**src/rtl/qps_pkg.sv**
```systemverilog
package qps_pkg;
    localparam int IW   = 14;
    localparam int NPH  = 4;
    localparam int PHW  = $clog2(NPH);

    typedef logic [IW-1:0] iword_t;
    localparam iword_t NOP_WORD = '0;

    typedef enum logic [PHW-1:0] {
        PH_DECODE  = 2'd0,
        PH_READ    = 2'd1,
        PH_PROCESS = 2'd2,
        PH_WRITE   = 2'd3
    } phase_e;

    typedef struct packed {
        iword_t word;
        logic   killed;
    } slot_t;

    function automatic phase_e next_phase(phase_e p);
        return (p == PH_WRITE) ? PH_DECODE : phase_e'(p + 1'b1);
    endfunction
endpackage

```
**src/rtl/qps_phase_gen.sv**
```systemverilog
module qps_phase_gen
    import qps_pkg::*;
#(
    parameter int N = NPH
) (
    input  logic         clk,
    input  logic         rst,
    output phase_e       phase,
    output logic [N-1:0] stb,
    output logic         cyc_end
);
    phase_e cur;

    always_ff @(posedge clk) begin
        if (rst) cur <= PH_DECODE;
        else     cur <= next_phase(cur);
    end

    for (genvar g = 0; g < N; g++) begin : g_stb
        assign stb[g] = (cur == phase_e'(g));
    end

    assign phase   = cur;
    assign cyc_end = (cur == PH_WRITE);
endmodule

```
**src/rtl/qps_flush_track.sv**
```systemverilog
module qps_flush_track (
    input  logic clk,
    input  logic rst,
    input  logic flush_req,
    input  logic cyc_end,
    output logic kill
);
    logic pend;

    always_ff @(posedge clk) begin
        if (rst)          pend <= 1'b0;
        else if (cyc_end) pend <= 1'b0;
        else if (flush_req) pend <= 1'b1;
    end

    assign kill = pend | flush_req;
endmodule

```
**src/rtl/qps_ir_stage.sv**
```systemverilog
module qps_ir_stage
    import qps_pkg::*;
(
    input  logic   clk,
    input  logic   rst,
    input  logic   cyc_end,
    input  logic   kill,
    input  iword_t rdata,
    output iword_t ir
);
    slot_t nxt;
    slot_t held;

    always_comb begin
        nxt.killed = kill;
        nxt.word   = kill ? NOP_WORD : rdata;
    end

    always_ff @(posedge clk) begin
        if (rst) begin
            held.word   <= NOP_WORD;
            held.killed <= 1'b1;
        end else if (cyc_end) begin
            held <= nxt;
        end
    end

    assign ir = held.word;
endmodule

```
**src/rtl/qps_sequencer.sv**
```systemverilog
module qps_sequencer
    import qps_pkg::*;
#(
    parameter int W = IW,
    parameter int P = NPH
) (
    input  logic         clk,
    input  logic         rst,
    input  logic [W-1:0] pm_rdata,
    input  logic         flush_req,
    output logic [P-1:0] phase_stb,
    output logic         fetch_stb,
    output logic [W-1:0] instr
);
    phase_e ph;
    logic   cyc_end;
    logic   kill;
    iword_t ir_q;

    qps_phase_gen #(.N(P)) u_phase (
        .clk(clk), .rst(rst), .phase(ph), .stb(phase_stb), .cyc_end(cyc_end)
    );

    qps_flush_track u_flush (
        .clk(clk), .rst(rst), .flush_req(flush_req), .cyc_end(cyc_end), .kill(kill)
    );

    qps_ir_stage u_ir (
        .clk(clk), .rst(rst), .cyc_end(cyc_end), .kill(kill),
        .rdata(iword_t'(pm_rdata)), .ir(ir_q)
    );

    assign fetch_stb = (ph == PH_WRITE);
    assign instr     = W'(ir_q);
endmodule

```
**config.mk**
```make
export PLATFORM = sky130hd
export DESIGN_NAME = qps_sequencer
export DESIGN_NICKNAME = d
export VERILOG_FILES = /design/src/rtl/qps_pkg.sv /design/src/rtl/qps_phase_gen.sv /design/src/rtl/qps_flush_track.sv /design/src/rtl/qps_ir_stage.sv /design/src/rtl/qps_sequencer.sv
export SDC_FILE = /design/constraint.sdc
export NUM_CORES = 1
export LEC_CHECK = 0
export BUFFER_PORTS_ARGS = -buffer_cell sky130_fd_sc_hd__buf_2
export CORE_MARGIN = 3
export CORE_UTILIZATION = 48
export CTS_CLUSTER_SIZE = 40
export DETAILED_ROUTE_END_ITERATION = 10
export PLACE_DENSITY = 0.83
export SLEW_MARGIN = 10
export SYNTH_ARGS = -nofsm -noshare
export SYNTH_HDL_FRONTEND = slang
export SYNTH_SLANG_ARGS = --single-unit
export TNS_END_PERCENT = 50
```
**constraint.sdc**
```tcl
create_clock -name clk -period 3.1 [get_ports clk]
set_input_delay 0.31 -clock clk [delete_from_list [all_inputs] [get_ports clk]]
set_output_delay 0.31 -clock clk [all_outputs]
set_load 0.02 [all_outputs]
```
==> impl_metrics.csv, run 1 <==
group,metric,value,unit
cts,cts_buffers,3,
min_path,hold_path_class,"input port to flop",
critical_path,r2r_cells,3,
critical_path,critPathSlowestCell,"ha_1",
critical_path,cp_cell_sequence,"ha_1 -> nand4bb_1 -> a21oi_1",
synth,synth_top_area_share,43.2,%
floorplanning,num_rows,13,
floorplanning,die_w,46.5,µm
critical_path,cp_max_fo,28,
min_path,hold_depth,3,
synth,synth_compound_area_share,8.90,%
synth,yosysUniqueCellTypes,13,
finish,final_nets,132,
sta,worst-slew-pin-transition,0.770,ns
synth,synthMostInstantiatedCell,"dfxtp_1",
synth,syn_inst,77,
synth,yosysWarnings,0,
cts,cts.sinks,17,
placed_design,dp_hpwl,1190,µm
synth,synth_xor_area_share,0,%
synth,synth_top_family_by_area,"simple AND/OR/NAND/NOR gates",
sta,hold_viol_final,0,
critical_path,crit_path_end_kind,"flop",
detailed_routing,wl_per_cell,13.5,µm
critical_path,reg2reg_to,"u_ir.ir[1]$_SDFFE_PP0N_",
placed_design,io_buffers,35,
cts,htree_levels,1,
sta,rsz0062_at_grt,"no",
synth,synthSimpleGateAreaFrac,33.9,%
pwr,power.density,438,nW/µm²
job,maxCapViolations,0,
critical_path,critical_path_class,"flop to flop",
synth,ys_seq_elements,17,
floorplanning,dieArea,2160,µm²
cts,cts_setup_buffers,0,
critical_path,required,3.32,ns
synth,yosys-top-cells-area,"dfxtp_1 (43%), nand4bb_1 (20%), nand2b_1 (11%)",
finish,drive_above_1_share,35.8,%
sta,setup_violations,0,
global_route,grt_max_degree,29,
cts,cts_tree,"built",
finish,diodes,0,
sta,slew_violations,0,
placed_design,gp_congestion,0.672,
global_route,grtUsageTotal,18.8,%
detailed_routing,initialDrtViolationCount,3,
synth,synth-edff-count,0,
floorplanning,io_pins,36,
pwr,peakVddDrop,419,µV
synth,synth_common_cells,"dfxtp_1 (17), a21oi_1 (14), nand2b_1 (14), nand4bb_1 (14), ha_1 (5)",
cts,cts_resized,0,
floorplanning,core_area,1420,µm²
detailed_routing,dr_total_vias,664,
floorplanning,fp.dieH,46.5,µm
synth,synth_top_flop_cell,"dfxtp_1",
sta,fmax,0.659,GHz
critical_path,cp_slowest_stage_delay,0.69,ns
synth,async_flop_share,0,%
cts,cts-root-buf,"clkbuf_4",
finish,area_growth,23.1,%
cts,clkLatencyLatePin,0.29,ns
run_status,run_status,"finished, final reports clean",
detailed_routing,routed_via_density,5.35,
pwr,leakage,0.000424,µW
finish,instances_no_fill,124,
synth,synthMuxAreaShare,0,%
floorplanning,start_util,55.6,%
sta,post-route-period-util,49.0,%
synth,avgSynthCellArea,10.2,µm²
cts,clk_pin_slew,0.10,ns
placed_design,dp.cells,120,
sta,min_period,1.52,ns
detailed_routing,drcViolationCount,0,
synth,synthAdderAreaFrac,7.95,%
critical_path,start_kind,"flop",
critical_path,rrSetupSlack,1.58,ns
global_route,grt_pass1_wl,2840,µm
critical_path,arrival,1.74,ns
cts,ctsHoldBuffers,0,
sta,fin_skew,0.00526,ns
synth,synth_seq_area_share,43.2,%
global_route,grt-ovfl-total,0,
global_route,grt_pass1_vias,669,
synth,synth_nets,99,
detailed_routing,drt_pass1_iterations,4,
synth,yosysTopAreaCell,"dfxtp_1",
critical_path,rr_startpoint,"u_phase.phase[0]$_SDFF_PP0_",
sta,tns,0,ns
sta,relSlewSlack,48.7,%
detailed_routing,wirelength,1670,µm
finish,nFillCells,131,
global_route,antenna_found_initial,0,
cts,cts_buffer_depth,2,
min_path,min_from,"pm_rdata[2]",
detailed_routing,antenna_left,0,
synth,syn_area,787,µm²
min_path,hold-path-endpoint,"u_ir.ir[2]$_SDFFE_PP0N_",
## area by class of cell
class | count | area (µm²) | share of cell area (%)
clock buffer | 3 | 22.5 | 2.33
clock inverter | 1 | 5.00 | 0.517
sequential | 17 | 340 | 35.1
timing repair buffer | 35 | 175 | 18.1
tap | 15 | 18.8 | 1.94
inverter | 2 | 7.51 | 0.775
multi-input combinational | 51 | 399 | 41.2
## routing by layer
layer  GRT usage, %  share of wire, %
met3           6.25               7.2
met2           36.5                52
met4           5.11              0.66
met5              0                 0
met1           18.3                40
## placed cells by master (no fill, tap or decap)
cell type | synthesis | final
buf_2 | 2 | 35
nand2b_1 | 14 | 14
ha_1 | 5 | 5
inv_1 | 2 | 2
nor3b_1 | 1 | 1
dfxtp_1 | 17 | 17
clkinv_2 | 0 | 1
a21oi_1 | 14 | 14
nor3_1 | 2 | 2
nand4bb_1 | 14 | 14
clkbuf_4 | 0 | 3
nor2_1 | 1 | 1
## registers in the layout, summed over array words and instances, names as in the netlist
signal / count
u_flush.pend: 1
u_ir.ir: 14
u_phase.phase: 2
## cell families (layout without fill, tap and decap cells)
logic type	count (synthesis)	count (layout)
simple gates	32	32
flops	17	17
compound gates	14	14
buf+inv	9	41
fa+ha+maj	5	5
## critical path: cells and delay by family (launching register included)
kind	cells	cell delay, ns
and+or+nand+nor	1	0.17
AOI/OAI and AO/OA	1	0.17
adders and majority gates	1	0.69
DFF	1	0.42
## worst max path at each step
stage,cells past startpoint,slack (ns),startpoint,end
2_1_floorplan,2,1.88,u_phase.phase[0]$_SDFF_PP0_,phase_stb[3]
3_3_place_gp,3,1.70,u_phase.phase[0]$_SDFF_PP0_,u_ir.ir[3]$_SDFFE_PP0N_
3_5_place_dp,3,1.59,u_phase.phase[0]$_SDFF_PP0_,u_ir.ir[1]$_SDFFE_PP0N_
4_1_cts,3,1.55,u_phase.phase[0]$_SDFF_PP0_,u_ir.ir[1]$_SDFFE_PP0N_
5_1_grt,3,1.36,u_phase.phase[0]$_SDFF_PP0_,u_ir.ir[1]$_SDFFE_PP0N_
6_report,3,1.58,u_phase.phase[0]$_SDFF_PP0_,u_ir.ir[1]$_SDFFE_PP0N_
## stage by stage
step	power [µW]	util (%)	area (µm²)	hold WS (ns)	setup WS, ns
final	424	68.4	968	0.293	1.58
after CTS	429	68.4	968	0.289	1.55
after floorplan	293	-	787	0.483	1.88
after global routing	446	68.4	968	0.299	1.36
after detailed placement	314	66.5	941	0.460	1.59
after global placement	311	66.5	941	0.455	1.70
## report_power, final
part | internal [µW] | switching, µW | total, µW
clock network | 47.9 | 67.9 | 116
registers | 226 | 9.62 | 236
logic | 34.4 | 38.4 | 72.7
total | 308 | 116 | 424
Power figures use the tool's default switching activity.
==> run 2: changes to the inputs <==
--- a/config.mk
+++ b/config.mk
@@ -7,10 +7,10 @@
 export LEC_CHECK = 0
 export BUFFER_PORTS_ARGS = -buffer_cell sky130_fd_sc_hd__buf_2
 export CORE_MARGIN = 3
-export CORE_UTILIZATION = 48
+export CORE_UTILIZATION = 44
 export CTS_CLUSTER_SIZE = 40
 export DETAILED_ROUTE_END_ITERATION = 10
-export PLACE_DENSITY = 0.83
+export PLACE_DENSITY = 0.77
 export SLEW_MARGIN = 10
 export SYNTH_ARGS = -nofsm -noshare
 export SYNTH_HDL_FRONTEND = slang
==> constraint.sdc (replaced) <==
create_clock -name clk -period 1.5 [get_ports clk]
set_input_delay 0.15 -clock clk [delete_from_list [all_inputs] [get_ports clk]]
set_output_delay 0.15 -clock clk [all_outputs]
set_load 0.02 [all_outputs]
==> run 2 against run 1 <==
Die area grew 7.9%. Clock power increased by 110%. Core utilization decreased by 6.5 points. Largest cell class unchanged. Largest power group unchanged.
==> impl_metrics.csv, run 2 (synthesis gave the netlist of run 1 again) <==
group,metric,value,unit
run_status,run_status,"finished, final reports clean",
cts,ctsHoldBuffers,0,
placed_design,io_buffers,35,
finish,area_growth,25.4,%
finish,drive_above_1_share,36.4,%
global_route,grtUsageTotal,14.7,%
floorplanning,io_pins,36,
critical_path,cpLargestDelayFamily,"flip-flops",
pwr,peakVddDrop,524,µV
min_path,hold_path_class,"input port to flop",
cts,cts_buffer_depth,2,
finish,diodes,0,
sta,slew_violations,0,
job,maxCapViolations,0,
global_route,grt_max_degree,29,
sta,rsz0062_at_grt,"no",
floorplanning,die_w,48.3,µm
sta,worst-slew-pin-transition,0.416,ns
sta,hold_viol_final,0,
pwr,power.density,885,nW/µm²
cts,cts_buffers,3,
detailed_routing,routed_via_density,4.89,
placed_design,gp_congestion,0.682,
finish,final_nets,133,
sta,fin_skew,0.00907,ns
finish,largest_reg_flops,14,
finish,instances_no_fill,134,
detailed_routing,drt_pass1_iterations,4,
critical_path,crit_path_end_kind,"primary output",
finish,final_common_cell,"buf_2",
critical_path,cp_max_fo,5,
placed_design,dp.cells,130,
finish,final_cell_mix,"buf_2 (35), dfxtp_1 (17), nand4bb_1 (14), nand2b_1 (14), a21oi_1 (14)",
detailed_routing,wl_per_cell,11.4,µm
sta,fmax,0.774,GHz
global_route,grt-ovfl-total,0,
critical_path,critical_path_class,"flop to primary output",
floorplanning,core_area,1590,µm²
critical_path,start_kind,"flop",
floorplanning,num_rows,14,
sta,relSlewSlack,72.2,%
floorplanning,dieArea,2330,µm²
cts,cts_tree,"built",
global_route,grt_pass1_vias,557,
sta,hold_ws,0.131,ns
critical_path,required,1.35,ns
cts,clkLatencyLatePin,0.28,ns
critical_path,crit_buf_inv,1,
cts,cts-root-buf,"clkbuf_4",
detailed_routing,wirelength,1530,µm
sta,min_period,1.29,ns
global_route,grt_pass1_wl,2370,µm
detailed_routing,dr_total_vias,655,
cts,cts.sinks,17,
cts,htree_levels,1,
cts,cts_resized,0,
critical_path,cp_cell_sequence,"ha_1 -> buf_2",
cts,clk_pin_slew,0.10,ns
floorplanning,fp.dieH,48.3,µm
floorplanning,start_util,49.4,%
global_route,antenna_found_initial,0,
detailed_routing,initialDrtViolationCount,3,
sta,setup_violations,0,
pwr,leakage,0.000429,µW
sta,post-route-period-util,86.1,%
critical_path,rrSetupSlack,0.35,ns
cts,cts_setup_buffers,0,
critical_path,cp_slowest_stage_delay,0.41,ns
critical_path,arrival,1.14,ns
placed_design,dp_hpwl,1080,µm
sta,tns,0,ns
detailed_routing,antenna_left,0,
detailed_routing,drcViolationCount,0,
critical_path,critPathSlowestCell,"dfxtp_1",
==> run 2: cell count changes in the layout (fill, tap and decap cells not counted) <==
cell,change
buf_4,+1
==> run 2: power breakdown <==
part           total, µW  internal [µW]  switching (µW)
Combinational        149           70.9            77.9
Sequential           487            467            19.6
Clock                238           98.9             139
==> run 2: layout make-up <==
type	instances	area, µm²
inverter	2	7.51
fill	149	607
clock inverter	1	5.00
multi-input combinational	51	399
sequential	17	340
timing repair buffer	36	183
clock buffer	3	22.5
tap	24	30.0
==> run 2: worst reg2reg max path, stage by stage (launching register included) <==
cell       delay, ns
dfxtp_1         0.41
ha_1            0.17
buf_4           0.24
nand4bb_1       0.14
a21oi_1         0.12
==> run 2: final timing paths <==
kind,end,startpoint,cells after the start
setup / recovery,phase_stb[3],u_phase.phase[0]$_SDFF_PP0_,2
hold / removal,u_ir.ir[9]$_SDFFE_PP0N_,pm_rdata[9],3
hold reg to reg,u_ir.ir[13]$_SDFFE_PP0N_,u_ir.ir[13]$_SDFFE_PP0N_,2
setup reg to reg,u_ir.ir[1]$_SDFFE_PP0N_,u_phase.phase[0]$_SDFF_PP0_,4
==> run 2: layer usage <==
layer	GRT usage (%)	wire length (µm)	part of all wire (%)
met4	6.45	12	0.79
met2	23.4	667	44
met5	0	0	0
met3	4.43	107	7.0
met1	18.0	737	48
==> run 2: through the flow <==
stage / cell area [µm²] / utilization, % / power, µW / setup slack, ns
floorplan: 787 / - / 605 / 0.345
global placement: 960 / 60.2 / 644 / 0.415
detailed placement: 960 / 60.2 / 648 / 0.350
CTS: 987 / 61.9 / 888 / 0.184
global route: 987 / 61.9 / 923 / 0.0826
finish: 987 / 61.9 / 873 / 0.208
==> run 3: changes to the inputs <==
--- a/config.mk
+++ b/config.mk
@@ -5,12 +5,12 @@
 export SDC_FILE = /design/constraint.sdc
 export NUM_CORES = 1
 export LEC_CHECK = 0
+export ABC_AREA = 1
 export BUFFER_PORTS_ARGS = -buffer_cell sky130_fd_sc_hd__buf_2
-export CORE_MARGIN = 3
-export CORE_UTILIZATION = 44
+export CORE_UTILIZATION = 42
 export CTS_CLUSTER_SIZE = 40
 export DETAILED_ROUTE_END_ITERATION = 10
-export PLACE_DENSITY = 0.77
+export PLACE_DENSITY = 0.81
 export SLEW_MARGIN = 10
 export SYNTH_ARGS = -nofsm -noshare
 export SYNTH_HDL_FRONTEND = slang
==> run 3 against run 2 <==
Clock power increased by 3%. Sequential share of layout area increased by 4.2 points. Clock-buffer cell count stayed put.
==> impl_metrics.csv, run 3 <==
group,metric,value,unit
synth,avgSynthCellArea,8.73,µm²
critical_path,r2r_cells,4,
floorplanning,num_rows,14,
synth,yosys-top-cells-area,"dfxtp_1 (49%), a21oi_1 (10%), o21ai_0 (10%)",
global_route,grt-ovfl-total,0,
run_status,run_status,"finished, final reports clean",
global_route,antenna_found_initial,0,
sta,relSlewSlack,77.1,%
synth,async_flop_share,0,%
synth,synth-edff-count,0,
synth,synth_common_cells,"dfxtp_1 (17), a21oi_1 (14), o21ai_0 (14)",
synth,synth_nets,101,
global_route,grtUsageTotal,18.0,%
pwr,peakVddDrop,602,µV
critical_path,critical_path_class,"flop to primary output",
cts,cts_resized,0,
job,maxCapViolations,0,
floorplanning,io_pins,36,
pwr,combPwrFrac,21.5,%
finish,fin_area,880,µm²
critical_path,required,1.35,ns
sta,setup_violations,0,
detailed_routing,drt_pass1_iterations,4,
synth,synth_top_flop_cell,"dfxtp_1",
critical_path,crit_path_end_kind,"primary output",
floorplanning,dieArea,1810,µm²
detailed_routing,drcViolationCount,0,
synth,syn_area,689,µm²
placed_design,io_buffers,35,
detailed_routing,antenna_left,0,
cts,htree_levels,1,
cts,cts.sinks,17,
finish,largest_reg_flops,14,
finish,multiInputGateArea,287,µm²
pwr,clock_power_share,25.5,%
critical_path,cp_max_fo,5,
min_path,hold_path_class,"input port to flop",
synth,synth_seq_area_share,49.4,%
cts,clkLatencyLatePin,0.29,ns
finish,diodes,0,
cts,cts_buffers,3,
synth,yosysUniqueCellTypes,13,
finish,drive_above_1_share,38.6,%
detailed_routing,initialDrtViolationCount,18,
sta,tns,0,ns
cts,cts-root-buf,"clkbuf_4",
finish,final_nets,137,
min_path,hold_depth,3,
pwr,netSwitchingPower,298,µW
synth,syn_inst,79,
finish,area_growth,27.6,%
global_route,grt_pass1_vias,618,
cts,ctsHoldBuffers,0,
detailed_routing,wirelength,1410,µm
finish,final_cell_mix,"buf_2 (35), dfxtp_1 (17), o21ai_0 (14), a21oi_1 (14), nand2_1 (13)",
global_route,grt_max_degree,19,
cts,cts_buffer_depth,2,
synth,synthMostInstantiatedCell,"dfxtp_1",
sta,slew_violations,0,
critical_path,start_kind,"flop",
sta,post-route-period-util,87.8,%
pwr,power_frac_seq,53.0,%
synth,yosysTopAreaCell,"dfxtp_1",
sta,min_period,1.32,ns
cts,cts_setup_buffers,0,
floorplanning,fp.dieH,42.5,µm
cts,cts_tree,"built",
placed_design,dp_hpwl,1040,µm
floorplanning,core_area,1520,µm²
detailed_routing,dr_total_vias,651,
global_route,grt_pass1_wl,2500,µm
sta,rsz0062_at_grt,"no",
sta,worst-slew-pin-transition,0.344,ns
floorplanning,die_w,42.5,µm
placed_design,dpl_cell_area,852,µm²
pwr,switching_share,31.0,%
floorplanning,start_util,45.2,%
pwr,power.density,1090,nW/µm²
pwr,internal-power,663,µW
sta,hold_viol_final,0,
detailed_routing,wl_per_cell,10.8,µm
finish,seqCellArea,340,µm²
synth,synth_top_area_share,49.4,%
pwr,leakage,0.000464,µW
detailed_routing,routed_via_density,5.01,
sta,fin_skew,0.00710,ns
finish,nFillCells,157,
cts,clk_pin_slew,0.10,ns
critical_path,arrival,1.17,ns
sta,fmax,0.759,GHz
placed_design,gp_congestion,0.595,
synth,yosysWarnings,0,
finish,final_common_cell,"buf_2",
synth,ys_seq_elements,17,
-- run 3: changes by cell type in the layout (fill, tap and decap cells not counted), sizes merged, moves of 2 or more --
| cell | change |
|---|---|
| nand2 | +14 |
| nand2b | -14 |
| nand4bb | -14 |
| o21ai | +14 |
| nor2 | +3 |
| inv | +2 |
| nor3 | -2 |
-- run 3: cells by family (layout without fill, tap and decap cells) --
family,count (synthesis),count (layout),share of synthesized area (%)
compound gates,28,28,20.3
fa+ha+maj,5,5,9.07
flops,17,17,49.4
buf+inv,10,45,9.07
simple gates,19,19,12.2
-- run 3: power groups by stage --
stage          logic (µW)  clock network (µW)  registers (µW)
6_report              206                 245             509
5_1_grt               230                 271             514
4_1_cts               209                 248             509
3_5_place_dp          207                   0             520
3_3_place_gp          201                   0             517
2_1_floorplan         112                   0             549
-- run 3: final cells by class --
cell class              instances  share of cell area, %
clock buffers                   3                   2.56
clock inverters                 1                  0.569
inverters                       4                   1.71
multi-input cells              52                   32.6
flip-flops and latches         17                   38.7
well taps                      16                   2.28
repair buffers                 37                   21.6
-- run 3: worst paths after layout --
path | start | to | slack (ns)
min | pm_rdata[2] | u_ir.ir[2]$_SDFFE_PP0N_ | 0.09
min reg2reg | u_phase.phase[0]$_SDFF_PP0_ | u_phase.phase[0]$_SDFF_PP0_ | 0.51
max reg2reg | u_phase.phase[0]$_SDFF_PP0_ | u_ir.ir[8]$_SDFFE_PP0N_ | 0.33
max | u_phase.phase[0]$_SDFF_PP0_ | phase_stb[2] | 0.18
-- run 3: through the flow --
stage	setup WS, ns	hold slack [ns]	power, µW	instances	utilization, %
final	0.182	0.0909	960	130	57.7
after global routing	0.0970	0.0930	1020	130	57.7
after CTS	0.168	0.0910	965	130	57.7
after detailed placement	0.312	0.407	727	126	55.9
after global placement	0.448	0.400	719	126	55.9
after floorplan	0.406	0.284	662	79	-
-- run 3: worst max-delay path, stage by stage, from the launching register on --
cell and delay (ns):
dfxtp_1 0.44, inv_1 0.09, ha_1 0.20, buf_2 0.15
-- run 3: metal layers --
metal  share of wire, %  global-route usage (%)  vias up  wire (µm)
met5                  0                       0        -          0
met3                6.0                    4.31        4         84
met4                1.3                    7.50        0         18
met1                 46                    21.7      291        654
li1                   -                       -      328          -
met2                 46                    30.5       28        652
